**src/rtl/usec_timebase_pkg.sv**
```systemverilog
package usec_timebase_pkg;

    typedef enum logic {
        GEN_RESTART = 1'b0,
        GEN_RUN     = 1'b1
    } gen_state_e;

    localparam logic [1:0] ADDR_CFG   = 2'd0;
    localparam logic [1:0] ADDR_COUNT = 2'd1;

endpackage

```
**src/rtl/usec_cfg_reg.sv**
```systemverilog
module usec_cfg_reg #(
    parameter int          FIELD_W   = 8,
    parameter int          CFG_W     = 2 * FIELD_W,
    parameter logic [CFG_W-1:0] RESET_CFG = CFG_W'(16'h000B)
) (
    input  logic               clk,
    input  logic               rst_n,
    input  logic               wr_en,
    input  logic [CFG_W-1:0]   wr_data,
    output logic [CFG_W-1:0]   cfg,
    output logic [FIELD_W-1:0] clk_m1,
    output logic [FIELD_W-1:0] tick_m1
);
    logic [CFG_W-1:0] cfg_q;

    always_ff @(posedge clk or negedge rst_n) begin
        if (!rst_n) begin
            cfg_q <= RESET_CFG;
        end else if (wr_en) begin
            cfg_q <= wr_data;
        end
    end

    assign cfg     = cfg_q;
    assign clk_m1  = cfg_q[FIELD_W-1:0];
    assign tick_m1 = cfg_q[CFG_W-1:FIELD_W];
endmodule

```
**src/rtl/usec_rate_gen.sv**
```systemverilog
module usec_rate_gen
    import usec_timebase_pkg::*;
#(
    parameter int FIELD_W = 8
) (
    input  logic               clk,
    input  logic               rst_n,
    input  logic               restart_req,
    input  logic [FIELD_W-1:0] clk_m1,
    input  logic [FIELD_W-1:0] tick_m1,
    output logic               tick,
    output logic               in_restart
);
    localparam int SUM_W = FIELD_W + 1;

    gen_state_e       state_q, state_d;
    logic [SUM_W-1:0] acc_q, acc_d;
    logic [SUM_W-1:0] sum;
    logic [SUM_W-1:0] clk_per;
    logic [SUM_W-1:0] tick_per;
    logic             saturate;

    assign clk_per  = {1'b0, clk_m1} + SUM_W'(1);
    assign tick_per = {1'b0, tick_m1} + SUM_W'(1);
    assign saturate = (tick_m1 >= clk_m1);
    assign sum      = acc_q + tick_per;

    // State register
    always_ff @(posedge clk or negedge rst_n) begin
        if (!rst_n) begin
            state_q <= GEN_RESTART;
            acc_q   <= '0;
        end else begin
            state_q <= state_d;
            acc_q   <= acc_d;
        end
    end

    // Next state
    always_comb begin
        state_d = state_q;
        unique case (state_q)
            GEN_RESTART: state_d = GEN_RUN;
            GEN_RUN:     state_d = GEN_RUN;
        endcase
        if (restart_req) begin
            state_d = GEN_RESTART;
        end
    end

    // Outputs and accumulator
    always_comb begin
        tick  = 1'b0;
        acc_d = acc_q;
        unique case (state_q)
            GEN_RESTART: begin
                acc_d = '0;
            end
            GEN_RUN: begin
                if (saturate) begin
                    tick  = 1'b1;
                    acc_d = '0;
                end else if (sum >= clk_per) begin
                    tick  = 1'b1;
                    acc_d = sum - clk_per;
                end else begin
                    acc_d = sum;
                end
            end
        endcase
        if (restart_req) begin
            acc_d = '0;
        end
    end

    assign in_restart = (state_q == GEN_RESTART);
endmodule

```
**src/rtl/usec_counter.sv**
```systemverilog
module usec_counter #(
    parameter int CNT_W = 32
) (
    input  logic             clk,
    input  logic             rst_n,
    input  logic             tick,
    output logic [CNT_W-1:0] count
);
    logic [CNT_W-1:0] count_q;

    always_ff @(posedge clk or negedge rst_n) begin
        if (!rst_n) begin
            count_q <= '0;
        end else if (tick) begin
            count_q <= count_q + CNT_W'(1);
        end
    end

    assign count = count_q;
endmodule

```
**src/rtl/usec_timebase.sv**
```systemverilog
module usec_timebase
    import usec_timebase_pkg::*;
#(
    parameter int FIELD_W = 8,
    parameter int CNT_W   = 32,
    parameter int DATA_W  = 32,
    parameter int ADDR_W  = 2,
    localparam int CFG_W  = 2 * FIELD_W
) (
    input  logic              clk,
    input  logic              rst_n,
    input  logic              bus_we,
    input  logic [ADDR_W-1:0] bus_addr,
    input  logic [CFG_W-1:0]  bus_wdata,
    output logic [DATA_W-1:0] bus_rdata
);
    logic               cfg_wr;
    logic [CFG_W-1:0]   cfg_val;
    logic [FIELD_W-1:0] clk_m1;
    logic [FIELD_W-1:0] tick_m1;
    logic               tick;
    logic               gen_restart;
    logic [CNT_W-1:0]   count_val;

    assign cfg_wr = bus_we && (bus_addr == ADDR_W'(ADDR_CFG));

    usec_cfg_reg #(
        .FIELD_W   (FIELD_W),
        .CFG_W     (CFG_W),
        .RESET_CFG (CFG_W'(16'h000B))
    ) u_cfg (
        .clk     (clk),
        .rst_n   (rst_n),
        .wr_en   (cfg_wr),
        .wr_data (bus_wdata),
        .cfg     (cfg_val),
        .clk_m1  (clk_m1),
        .tick_m1 (tick_m1)
    );

    usec_rate_gen #(
        .FIELD_W (FIELD_W)
    ) u_gen (
        .clk         (clk),
        .rst_n       (rst_n),
        .restart_req (cfg_wr),
        .clk_m1      (clk_m1),
        .tick_m1     (tick_m1),
        .tick        (tick),
        .in_restart  (gen_restart)
    );

    usec_counter #(
        .CNT_W (CNT_W)
    ) u_cnt (
        .clk   (clk),
        .rst_n (rst_n),
        .tick  (tick),
        .count (count_val)
    );

    always_comb begin
        bus_rdata = '0;
        if (bus_addr == ADDR_W'(ADDR_CFG)) begin
            bus_rdata = DATA_W'(cfg_val);
        end else if (bus_addr == ADDR_W'(ADDR_COUNT)) begin
            bus_rdata = DATA_W'(count_val);
        end
    end
endmodule

```
**config.mk**
```make
export PLATFORM = sky130hd
export DESIGN_NAME = usec_timebase
export DESIGN_NICKNAME = d
export VERILOG_FILES = /design/src/rtl/usec_timebase_pkg.sv /design/src/rtl/usec_cfg_reg.sv /design/src/rtl/usec_rate_gen.sv /design/src/rtl/usec_counter.sv /design/src/rtl/usec_timebase.sv
export SDC_FILE = /design/constraint.sdc
export NUM_CORES = 1
export LEC_CHECK = 0
export BUFFER_PORTS_ARGS = -buffer_cell sky130_fd_sc_hd__buf_2
export CAP_MARGIN = 40
export CORE_ASPECT_RATIO = 1.1
export CORE_UTILIZATION = 59
export DETAILED_ROUTE_END_ITERATION = 8
export GPL_TIMING_DRIVEN = 0
export HOLD_SLACK_MARGIN = 0.15
export PLACE_DENSITY = 0.91
export SETUP_SLACK_MARGIN = 0.4
export SLEW_MARGIN = 20
export SYNTH_ARGS = -nofsm -noshare
export SYNTH_HDL_FRONTEND = slang
export SYNTH_HIERARCHICAL = 1
export SYNTH_SLANG_ARGS = --single-unit
```
**constraint.sdc**
```tcl
create_clock -name clk -period 6 [get_ports clk]
set_clock_uncertainty 0.1 [all_clocks]
set_input_delay 0.9 -clock clk [delete_from_list [all_inputs] [get_ports clk]]
set_output_delay 0.9 -clock clk [all_outputs]
set_load 0.1 [all_outputs]
```
-- Word-level counts from Yosys, hierarchy flattened
Cells that the tools add are included.
- $add $sub $neg: 5
- order comparisons: 2
- equality and inequality tests: 1
- muxes and demuxes: 10
- bitwise gates (word level): 1
- reductions and logical operators: 2
- operators by type and width (operator ; number):
    32-bit two-way mux ; 2
    32-bit by 1-bit adder with 32-bit output, second input constant ; 1
    9-bit two-way mux ; 3
    8-bit by 1-bit adder with 9-bit output, second input constant ; 2
    9-bit one-hot mux with 2 select lines ; 1
    9-bit adder ; 1
    9-bit greater-or-equal comparator ; 1
    9-bit subtractor ; 1
    8-bit greater-or-equal comparator ; 1
    1-bit two-way mux ; 4
    2-bit by 1-bit == test with 1-bit output, second input constant ; 1
    2-bit zero test ; 1
    1-bit logical AND ; 1
    1-bit inverter ; 1
- bits in registers: 58
- bits of input ports: 21
- output and inout bits: 32
- word-level logic and storage cells: 25

-- Depth between registers and ports, before layout
Gate-level depths: netlist (run 1).
- word-level depth: 7
- depth in mapped cells: 19
- depth with buffers taken out: 17

-- Hierarchy
Netlist (run 1), hierarchy kept.
- modules (own cells, without submodules) (module ; times used ; cells each ; area each (um^2) ; seq. area each (um^2)):
    usec_rate_gen ; 1 ; 185 ; 1594.0 ; 250.2
    usec_counter ; 1 ; 123 ; 1448.9 ; 800.8
    usec_cfg_reg ; 1 ; 50 ; 773.2 ; 404.1
    usec_timebase ; 1 ; 55 ; 385.4 ; 0.0

-- Worst setup path after synthesis (run 1)
OpenSTA, ideal clock, no wires.
- path type: reg-to-reg
- start: register u_cfg.cfg_q[8], in the netlist u_cfg/cfg[8]
- end: register u_cnt.count_q[23], in the netlist u_cnt/count[23]
- arrival time: 4.349 ns
- required time: 5.821 ns
- setup slack: 1.472 ns
- stages on the path, launching flop included: 20
- path buffers: 2
- cells stage by stage: dfrtp_1 buf_4 inv_1 ha_1 fa_1 nand2b_1 a21oi_1 o21ai_0 mux2i_1 nand2_1 ha_1 nand2_1 nor4_1 a211oi_2 buf_6 a21oi_1 nand4_4 or4_4 nor4_2 xor2_1
- word-level cells in the longest chain between the ends: 6
- RTL lines (what ; line ; RTL):
    start: declaration ; usec_cfg_reg.sv:14 ; logic [CFG_W-1:0] cfg_q;
    start signal: assignment ; usec_cfg_reg.sv:20 ; cfg_q <= wr_data;
    8-bit by 1-bit adder with 9-bit output ; usec_rate_gen.sv:24 ; assign tick_per = {1'b0, tick_m1} + SUM_W'(1);
    9-bit adder ; usec_rate_gen.sv:26 ; assign sum = acc_q + tick_per;
    9-bit greater-or-equal comparator ; usec_rate_gen.sv:63 ; end else if (sum >= clk_per) begin
    1-bit two-way mux ; usec_rate_gen.sv:63 ;
    1-bit two-way mux * ; usec_rate_gen.sv:60 ; if (saturate) begin
    1-bit two-way mux * ; usec_rate_gen.sv:55 ; unique case (state_q)
    named net tick ; usec_timebase.sv:21 ; logic tick;
    end signal: assignment ; usec_counter.sv:15 ; count_q <= count_q + CNT_W'(1);
    end: declaration ; usec_counter.sv:9 ; logic [CNT_W-1:0] count_q;
The timed path passes the listed nets; every way through them passes the cells marked *.
A chain may end at the register's enable or synchronous reset.

-- Final worst setup path (run 1)
- start: register u_cfg.cfg_q[8], in the netlist u_cfg/cfg[8]
- end: register u_cnt.count_q[26], in the netlist u_cnt/count[26]
Same word-level chain as after synthesis.

==> results.md, run 1 <==
- DRC: 0
- Final net count: 525
- Drt first pass iters: 4
- Top cells by area, synth: dfrtp_1 (33%), ha_1 (8.0%), xnor2_1 (6.5%), mux2i_1 (5.5%), mux2_4 (3.6%)
- Worst Min Path Start: u_cnt/count[31]
- Seq/Total Area, Yosys: 0.346
- XOR/XNOR Fraction of Synth Area: 0.0959
- Gpl congestion: 0.875
- CTS hold repair buffers: 0
- Startpoint types: flip-flop
- Final Hold Violating Endpoints: 0
- CTS tree: yes
- Worst-Margin Slew: 0.782 ns
- Syn_nets: 463
- Chip height: 90.5 µm
- Leak Pwr: 2.38 nW
- Worst-path clk slew: 0.06 ns
- Final setup fails: 0
- Largest family of logic cells by synthesized area: simple AND/OR/NAND/NOR gates
- Arrival @ worst endpoint: 5.38 ns
- Peak VDD IR: 0.000531 V
- Avg WL per Cell: 16.8 µm
- Post-synth EDFFs: 0
- Post-Synth Adder-Cell Area: 0.0899
- Design area: 4810 µm²
- WL met1: 3.77 mm
- Area share of the largest cell type after synthesis: 0.328
- Number of global-route vias before repair: 3363
- Simple-gate share of the synthesized area: 0.203
- MaxCap Viol Count: 0
- Critical Path Sink Type: flip-flop
- Max-slew headroom: 0.474
- Pwr Total: 2.41 mW
- Routed Antenna Nets: 0
- Yosys top cell by area: dfrtp_1
- Core area: 6750 µm²
- Storage cell area: 1460 µm²
- Top FF cell, synth: dfrtp_1
- Post-Syn Area: 4200 µm²
- Critical Path Start: u_cfg/cfg[8]
- GRT Util Overall: 0.273
- Setup bufs post-CTS: 0
- First-pass GRT wire length: 15.4 mm
- Wire length on met2: 4.93 mm
- Area growth from synthesis to layout: 14.6%
- Synth warn: 6
- DP Wirelength: 7.07 mm
- PD cells: 500 nW/µm²
- Period utilization: 0.876
- DR vias/cell: 5.93
- Avg Cell Area, Syn: 10.2 µm²
- Row cnt: 31
- Initial antenna violation count: 0
- Die Wd: 82.5 µm
- Htree depth: 3
- Cell family with most CP delay: simple AND/OR/NAND/NOR gates
- Multi-input gate area: 2450 µm²
- Placed cell areas: 4560 µm²
- CP Buf/Inv Count: 3
- Largest net degree at the start of global routing: 59
- Setup tns final: 0 ns
- Hold WS: 0.371 ns
- WS Path Type: reg -> reg
- Tmin final: 5.26 ns
- Clk_lat worst skew: 0.34 ns
- Fillers: 467
- Post-synthesis mux area share: 0.109
- Antenna fix cells: 0
- CP required: 6.12 ns
- Post-CTS resize count: 0
- Cells along the critical path: buf_4 -> inv_1 -> ha_1 -> fa_1 -> nand2b_1 -> a21oi_1 -> o21ai_0 -> mux2i_1 -> nand2_1 -> ha_1 -> nand2_1 -> nor4_1 -> a211oi_2 -> buf_6 -> a21oi_1 -> nand4_1 -> nor4_1 -> nand3_1 -> xnor2_1
- GR Overflow Total: 0
- CP Max Fanout: 10
- Final WL: 9.46 mm
- IO Count: 53
- CTS root buf: clkbuf_8
- Port Buffers: 50
- CTS sink cnt: 58
- Starting Density: 0.623
- FFs w/ async S/R, synth: 1.00
- Slew Limit Fails: 0
- Via Count: 3334
- Syn Inst Count: 413
- Worst Hold Class: reg -> reg
- Num CTS Buffers: 9
- Netlist cell types: 55
- Fmax: 190 MHz
- Unrepaired setup endpoints after global routing: false
- Initial DRC count: 125
- Full die area: 7460 µm²
- Synth Area in Compound Gates: 0.0855
- Register bit total from synthesis: 58
- Max incr delay on CP: 0.66 ns
- Clock Tree Buf Depth: 2
- Worst R2R Start: u_cfg/cfg[8]
- DR WL met3: 389 µm
- Status: finished, final reports clean
- Layout cells sized above 1: 0.271
- Top routing layer used: met4
- Crit path max-delay cell type: nor4_1
## through the flow
step / std cells / util / setup slack (ns)
2_1_floorplan: 413 / - / 1.47
3_3_place_gp: 545 / 0.675 / 0.904
3_5_place_dp: 545 / 0.675 / 0.762
4_1_cts: 561 / 0.713 / 0.736
5_1_grt: 562 / 0.713 / 0.424
6_report: 562 / 0.713 / 0.741
## routing by layer
layer	GRT usage	vias up
met4	0.158	0
met1	0.313	1630
li1	-	1565
met5	0	-
met2	0.470	107
met3	0.0364	32
## cell usage after synthesis (3+ instances only)
library cell  count
dfrtp_1          55
nor2_1           36
nor3_1           11
nand2b_1          4
nand4_1          11
and4_1            4
o21ai_0           9
xor2_1           15
mux2_4           10
and2_1           18
mux2_2            7
and3_1            4
a211oi_2          5
buf_6             5
xnor2_1          31
nand3_1          15
a21oi_1          12
buf_4            16
inv_1            23
dfstp_2           3
ha_1             27
nor4_1            6
nand2_1          21
mux2i_1          23
a21o_1            4
## placed cells by master, fill, tap and decap left out, types with 3 or more instances in the layout
cell,count
nand2_1,21
a21oi_1,12
ha_1,27
mux2_2,7
mux2_4,10
and4_1,4
nor4_1,6
and2_1,18
nand2b_1,4
o21ai_0,9
mux2i_1,23
buf_2,51
a211oi_2,5
buf_6,5
nor3_1,11
dfrtp_1,55
nor2_1,36
nand4_1,11
xnor2_1,31
inv_1,23
dfstp_2,3
clkbuf_8,11
bufinv_16,3
and3_1,4
a21o_1,4
nand3_1,15
xor2_1,15
buf_4,17
## sequential cells by signal (all words and copies together) (netlist names)
| name | count |
|---|---|
| u_cnt/count | 32 |
| u_gen/state_q | 1 |
| u_cfg/cfg | 16 |
| u_gen/acc_q | 9 |
## area by class of cell
cell class	count	area share
Clock buffer	12	0.0322
Sequential cell	58	0.302
Multi-Input combinational cell	308	0.510
Tap cell	82	0.0213
Clock inverter	4	0.0203
Timing Repair Buffer	51	0.0535
Inverter	23	0.0179
Buffer	24	0.0429
## cell families after synthesis
family,after synthesis
mux,40
fa+ha+maj,29
flops,58
compound gates,44
buf+inv,47
simple gates,149
xor+xnor,46
## worst register-to-register path: stages (launching register included)
cell,delay [ns]
dfrtp_1,0.37
buf_4,0.11
inv_1,0.05
ha_1,0.23
fa_1,0.40
nand2b_1,0.18
a21oi_1,0.21
o21ai_0,0.19
mux2i_1,0.25
nand2_1,0.08
ha_1,0.33
nand2_1,0.10
nor4_1,0.35
a211oi_2,0.14
buf_6,0.18
a21oi_1,0.53
nand4_1,0.31
nor4_1,0.66
nand3_1,0.19
xnor2_1,0.17
## worst paths after layout
path,to,slack (ns),cells past startpoint
max in group asynchronous,u_cfg/cfg[2],4.81,1
min in group asynchronous,u_cnt/count[11],0.51,1
max reg2reg,u_cnt/count[26],0.74,19
min reg2reg,u_cnt/count[31],0.37,1
max,u_cnt/count[26],0.74,19
min,u_cnt/count[31],0.37,1
## where the power goes
group / switching [mW] / leakage, nW / internal (mW) / total [mW]
Clock: 0.163 / 0.123 / 0.299 / 0.461
Sequential: 0.0671 / 0.746 / 0.468 / 0.535
Combinational: 0.805 / 1.52 / 0.606 / 1.41
(Power assumes the default switching activity.)
==> run 2, diff against run 1 <==
--- a/config.mk
+++ b/config.mk
@@ -7,8 +7,10 @@
 export LEC_CHECK = 0
 export BUFFER_PORTS_ARGS = -buffer_cell sky130_fd_sc_hd__buf_2
 export CAP_MARGIN = 40
+export CELL_PAD_IN_SITES_DETAIL_PLACEMENT = 0
+export CELL_PAD_IN_SITES_GLOBAL_PLACEMENT = 1
 export CORE_ASPECT_RATIO = 1.1
-export CORE_UTILIZATION = 59
+export CORE_UTILIZATION = 46
 export DETAILED_ROUTE_END_ITERATION = 8
 export GPL_TIMING_DRIVEN = 0
 export HOLD_SLACK_MARGIN = 0.15
==> results.md, run 2 (synthesized netlist as in run 1, its figures left out) <==
- Commonest non-fill, non-tap cell in the layout: dfrtp_1
- DRC: 0
- CP Max Fanout: 10
- IO Count: 53
- Row cnt: 36
- DR vias/cell: 5.24
- Fillers: 783
- Critical Path Start: u_cfg/cfg[8]
- Avg WL per Cell: 15.0 µm
- Reg2reg setup slack: 0.98 ns
- Drt first pass iters: 4
- Startpoint types: flip-flop
- PD cells: 479 nW/µm²
- Gpl congestion: 0.870
- Worst-path clk slew: 0.07 ns
- GR Overflow Total: 0
- Final net count: 525
- DP Wirelength: 6.94 mm
- Dpl cells: 577
- Max-slew headroom: 0.520
- Internal Power: 1.27 mW
- Switch share: 0.445
- CTS tree: yes
- Sw power: 1.02 mW
- Clk_lat worst skew: 0.35 ns
- Worst R2R Start: u_cfg/cfg[8]
- Fmax: 199 MHz
- Routed Antenna Nets: 0
- Htree depth: 3
- WS Path Type: reg -> reg
- Sequential group share of total power: 0.233
- Full die area: 9520 µm²
- Number of global-route vias before repair: 3096
- Peak VDD IR: 0.000341 V
- Period utilization: 0.836
- Chip height: 102 µm
- Layout cells sized above 1: 0.269
- First-pass GRT wire length: 14.6 mm
- Clock Tree Buf Depth: 2
- Num CTS Buffers: 9
- Final WL: 8.87 mm
- Via Count: 3109
- End point of the critical path: u_cnt/count[23]
- Antenna fix cells: 0
- CTS sink cnt: 58
- Worst Reg-to-Reg Cells: 19
- Worst Hold Class: reg -> reg
- Largest register FFs: 32
- Leak Pwr: 2.36 nW
- Critical Path Sink Type: flip-flop
- Largest net degree at the start of global routing: 59
- Die Wd: 93.1 µm
- Setup tns final: 0 ns
- CTS root buf: clkbuf_8
- FF-to-FF End: u_cnt/count[23]
- Area growth from synthesis to layout: 14.0%
- Status: finished, final reports clean
- Core area: 8870 µm²
- GRT Util Overall: 0.202
- CTS hold repair buffers: 0
- Port Buffers: 50
- Arrival @ worst endpoint: 5.19 ns
- Initial antenna violation count: 0
- Most frequent cells in the layout: dfrtp_1 (55), buf_2 (51), nor2_1 (36), xnor2_1 (31), ha_1 (27)
- Final setup fails: 0
- Layout Cells excl Fill: 593
- CP required: 6.17 ns
- Tmin final: 5.02 ns
- Initial DRC count: 83
- MaxCap Viol Count: 0
- Storage cell area: 1460 µm²
- Combinational Power Share: 0.613
- Slew Limit Fails: 0
- Multi-input gate area: 2460 µm²
- Unrepaired setup endpoints after global routing: false
- Worst-Margin Slew: 0.721 ns
- Starting Density: 0.473
- Final Hold Violating Endpoints: 0
- Part of the power in the clock network: 0.155
==> run 2: cell types whose count changed in the layout (fill, tap and decap cells not counted), sizes merged <==
cell,before,now
bufinv,3,1
clkinv,0,2
clkinvlp,1,0
==> run 2: how the worst min path moves through the flow <==
stage / from / endpoint / slack (ns) / cells past startpoint
2_1_floorplan: u_cnt/count[31] / u_cnt/count[31] / 0.34 / 1
3_3_place_gp: u_cnt/count[31] / u_cnt/count[31] / 0.35 / 1
3_5_place_dp: u_cnt/count[31] / u_cnt/count[31] / 0.36 / 1
4_1_cts: u_cnt/count[31] / u_cnt/count[31] / 0.38 / 1
5_1_grt: u_cnt/count[31] / u_cnt/count[31] / 0.39 / 1
6_report: u_cnt/count[31] / u_cnt/count[31] / 0.37 / 1
==> run 2: area by class of cell <==
class	instances	share of cell area
plain buffers	24	0.0431
clock buffers	12	0.0303
clock inverters	3	0.00836
inverters	23	0.0180
multi-input cells	308	0.513
flip-flops and latches	58	0.304
well taps	114	0.0298
repair buffers	51	0.0538
==> run 2: power by group through the flow <==
stage / logic (mW) / clock network [mW] / registers (mW)
finish: 1.40 / 0.355 / 0.533
global route: 1.56 / 0.379 / 0.543
CTS: 1.41 / 0.363 / 0.534
detailed placement: 1.40 / 0 / 0.540
global placement: 1.36 / 0 / 0.536
floorplan: 1.17 / 0 / 0.521
==> run 2: critical path, stage by stage (launching register included) <==
cell and delay [ns]:
dfrtp_1 0.38, buf_4 0.12, inv_1 0.06, ha_1 0.22
fa_1 0.40, nand2b_1 0.18, a21oi_1 0.26, o21ai_0 0.20
mux2i_1 0.23, nand2_1 0.09, ha_1 0.33, nand2_1 0.11
nor4_1 0.36, a211oi_2 0.15, buf_6 0.18, a21oi_2 0.36
nand4_4 0.19, or4_4 0.57, nor4_2 0.30, xor2_1 0.16
==> run 2: stage by stage <==
step	util	setup WS [ns]	hold WS [ns]	power, mW	instance area [µm²]
after detailed placement	0.518	0.587	0.363	1.94	4600
final	0.540	0.982	0.369	2.29	4790
after floorplan	-	1.47	0.338	1.69	4200
after global routing	0.540	0.605	0.390	2.48	4790
after CTS	0.539	0.574	0.376	2.30	4780
after global placement	0.518	0.810	0.354	1.90	4590
==> run 2: repair_timing <==
action,4_1_cts,5_1_grt
endpoints found under the setup margin,0,3
buffers inserted,0,0
gates resized for setup,0,1
hold endpoints to repair,0,0
==> run 2: per-layer routing <==
layer | vias to the layer above | share of wire | track usage
met5 | - | 0 | 0
met4 | 0 | 0.019 | 0.0817
met3 | 16 | 0.027 | 0.0350
met2 | 39 | 0.53 | 0.369
met1 | 1498 | 0.42 | 0.234
li1 | 1556 | - | -
==> run 3, diff against run 2 <==
--- a/config.mk
+++ b/config.mk
@@ -10,11 +10,11 @@
 export CELL_PAD_IN_SITES_DETAIL_PLACEMENT = 0
 export CELL_PAD_IN_SITES_GLOBAL_PLACEMENT = 1
 export CORE_ASPECT_RATIO = 1.1
-export CORE_UTILIZATION = 46
+export CORE_UTILIZATION = 42
 export DETAILED_ROUTE_END_ITERATION = 8
 export GPL_TIMING_DRIVEN = 0
 export HOLD_SLACK_MARGIN = 0.15
-export PLACE_DENSITY = 0.91
+export PLACE_DENSITY = 0.88
 export SETUP_SLACK_MARGIN = 0.4
 export SLEW_MARGIN = 20
 export SYNTH_ARGS = -nofsm -noshare
==> constraint.sdc (replaced) <==
create_clock -name clk -period 4.6 [get_ports clk]
set_clock_uncertainty 0.1 [all_clocks]
set_input_delay 0.69 -clock clk [delete_from_list [all_inputs] [get_ports clk]]
set_output_delay 0.69 -clock clk [all_outputs]
set_load 0.1 [all_outputs]
==> results.md, run 3 (synthesized netlist as in run 1, its figures left out) <==
- Status: finished, final reports clean
- Final Hold Violating Endpoints: 0
- MaxCap Viol Count: 0
- Via Count: 3293
- Final net count: 540
- Peak VDD IR: 0.000557 V
- Dpl cells: 580
- DR WL met3: 283 µm
- WL met1: 4.18 mm
- IO Count: 53
- Drt first pass iters: 4
- DP Wirelength: 7.20 mm
- CTS tree: yes
- Largest net degree at the start of global routing: 59
- Worst Hold Class: in -> async
- Gpl congestion: 0.896
- Critical Path Start: u_cfg/cfg[8]
- CTS root buf: clkbuf_8
- Row cnt: 37
- Most frequent cells in the layout: dfrtp_1 (55), buf_2 (51), nor2_1 (34), buf_4 (32), xnor2_1 (31)
- Routed Antenna Nets: 0
- Initial DRC count: 114
- Layout cells sized above 1: 0.352
- Num CTS Buffers: 9
- Max-slew headroom: 0.501
- Period utilization: 0.890
- Top routing layer used: met4
- Leak Pwr: 2.49 nW
- CTS sink cnt: 58
- Clk_lat worst skew: 0.34 ns
- Unrepaired setup endpoints after global routing: true
- CP required: 4.73 ns
- Reg2reg setup slack: 0.51 ns
- End point of the critical path: u_cnt/count[26]
- Htree depth: 3
- CTS hold repair buffers: 0
- Area growth from synthesis to layout: 22.6%
- Fmax: 244 MHz
- Starting Density: 0.441
- Hold WS: 0.320 ns
- Number of global-route vias before repair: 3291
- Port Buffers: 50
- PD cells: 673 nW/µm²
- FF-to-FF End: u_cnt/count[26]
- WS Path Type: reg -> reg
- Startpoint types: flip-flop
- Worst R2R Start: u_cfg/cfg[8]
- Final WL: 9.71 mm
- Critical Path Sink Type: flip-flop
- Full die area: 10400 µm²
- Worst Reg-to-Reg Cells: 21
- Pwr Total: 3.46 mW
- Tmin final: 4.09 ns
- Worst-Margin Slew: 0.749 ns
- Avg WL per Cell: 15.9 µm
- Largest register FFs: 32
- Initial antenna violation count: 0
- Antenna fix cells: 0
- Util after Layout: 0.540
- First-pass GRT wire length: 15.8 mm
- DRC: 0
- Die Wd: 97.4 µm
- Final setup fails: 0
- Commonest non-fill, non-tap cell in the layout: dfrtp_1
- Clock Tree Buf Depth: 2
- CP Max Fanout: 4
- Core area: 9540 µm²
- Chip height: 107 µm
- Slew Limit Fails: 0
- Layout Cells excl Fill: 612
- DR vias/cell: 5.38
- GR Overflow Total: 0
- Wire length on met2: 5.04 mm
- Arrival @ worst endpoint: 4.22 ns
- Worst-path clk slew: 0.07 ns
- GRT Util Overall: 0.192
[run 3: cell count changes in the layout (fill, tap and decap cells not counted), sizes merged]
cell	change
buf	+16
clkinvlp	+2
clkbuf	-2
[run 3: through the flow]
step	setup TNS (ns)	worst slack, ns	cell area (µm²)
6_report	0	0.508	5150
4_1_cts	0	0.441	4970
3_5_place_dp	-1.43	-0.260	4620
3_3_place_gp	-0.571	-0.154	4620
2_1_floorplan	0	0.489	4220
5_1_grt	0	0.314	5150
[run 3: power by group]
group	switching, mW	internal (mW)	leakage, nW
sequential	0.0848	0.610	0.746
combinational	1.25	1.06	1.66
clock	0.213	0.249	0.0893
total	1.55	1.92	2.49
[run 3: worst max-delay path, stage by stage, from the launching register on]
cell and delay [ns]:
dfrtp_1 0.37, buf_6 0.11, inv_4 0.03, ha_4 0.16
fa_2 0.37, nand2b_4 0.17, a21oi_4 0.17, o21ai_2 0.09
mux2i_1 0.19, nand2_1 0.12, ha_4 0.32, nand2_4 0.07
nor4_4 0.19, a211oi_4 0.09, buf_6 0.13, a21oi_4 0.18
buf_4 0.15, buf_4 0.09, nand4_1 0.26, nor4_4 0.32
nand3_1 0.14, xnor2_1 0.15
[run 3: per-layer routing]
metal,up-vias,global-route usage
met4,0,0.0735
met5,-,0
met1,1616,0.230
li1,1590,-
met3,20,0.0306
met2,67,0.345
[run 3: worst min-delay path by stage]
stage / to / depth (start not counted) / slack (ns)
after floorplan: u_cfg/cfg[10] / 0 / 0.29
after global placement: u_cnt/count[31] / 1 / 0.35
after detailed placement: u_cnt/count[31] / 1 / 0.36
after CTS: u_cfg/cfg[9] / 1 / 0.34
after global routing: u_cnt/count[11] / 1 / 0.38
final: u_cnt/count[11] / 1 / 0.32
[run 3: timing repair]
action | CTS | global route
pin swaps | 10 | 19
setup buffers | 9 | 7
endpoints found under the setup margin | 24 | 23
resized for setup | 15 | 26
[run 3: cell type report]
| type | instances | area, µm² |
|---|---|---|
| inverters | 23 | 88.8 |
| multi-input cells | 308 | 2690 |
| flip-flops and latches | 58 | 1460 |
| clock buffers | 11 | 131 |
| fillers | 849 | 4390 |
| clock inverters | 5 | 55.1 |
| plain buffers | 24 | 210 |
| well taps | 117 | 146 |
| repair buffers | 66 | 373 |
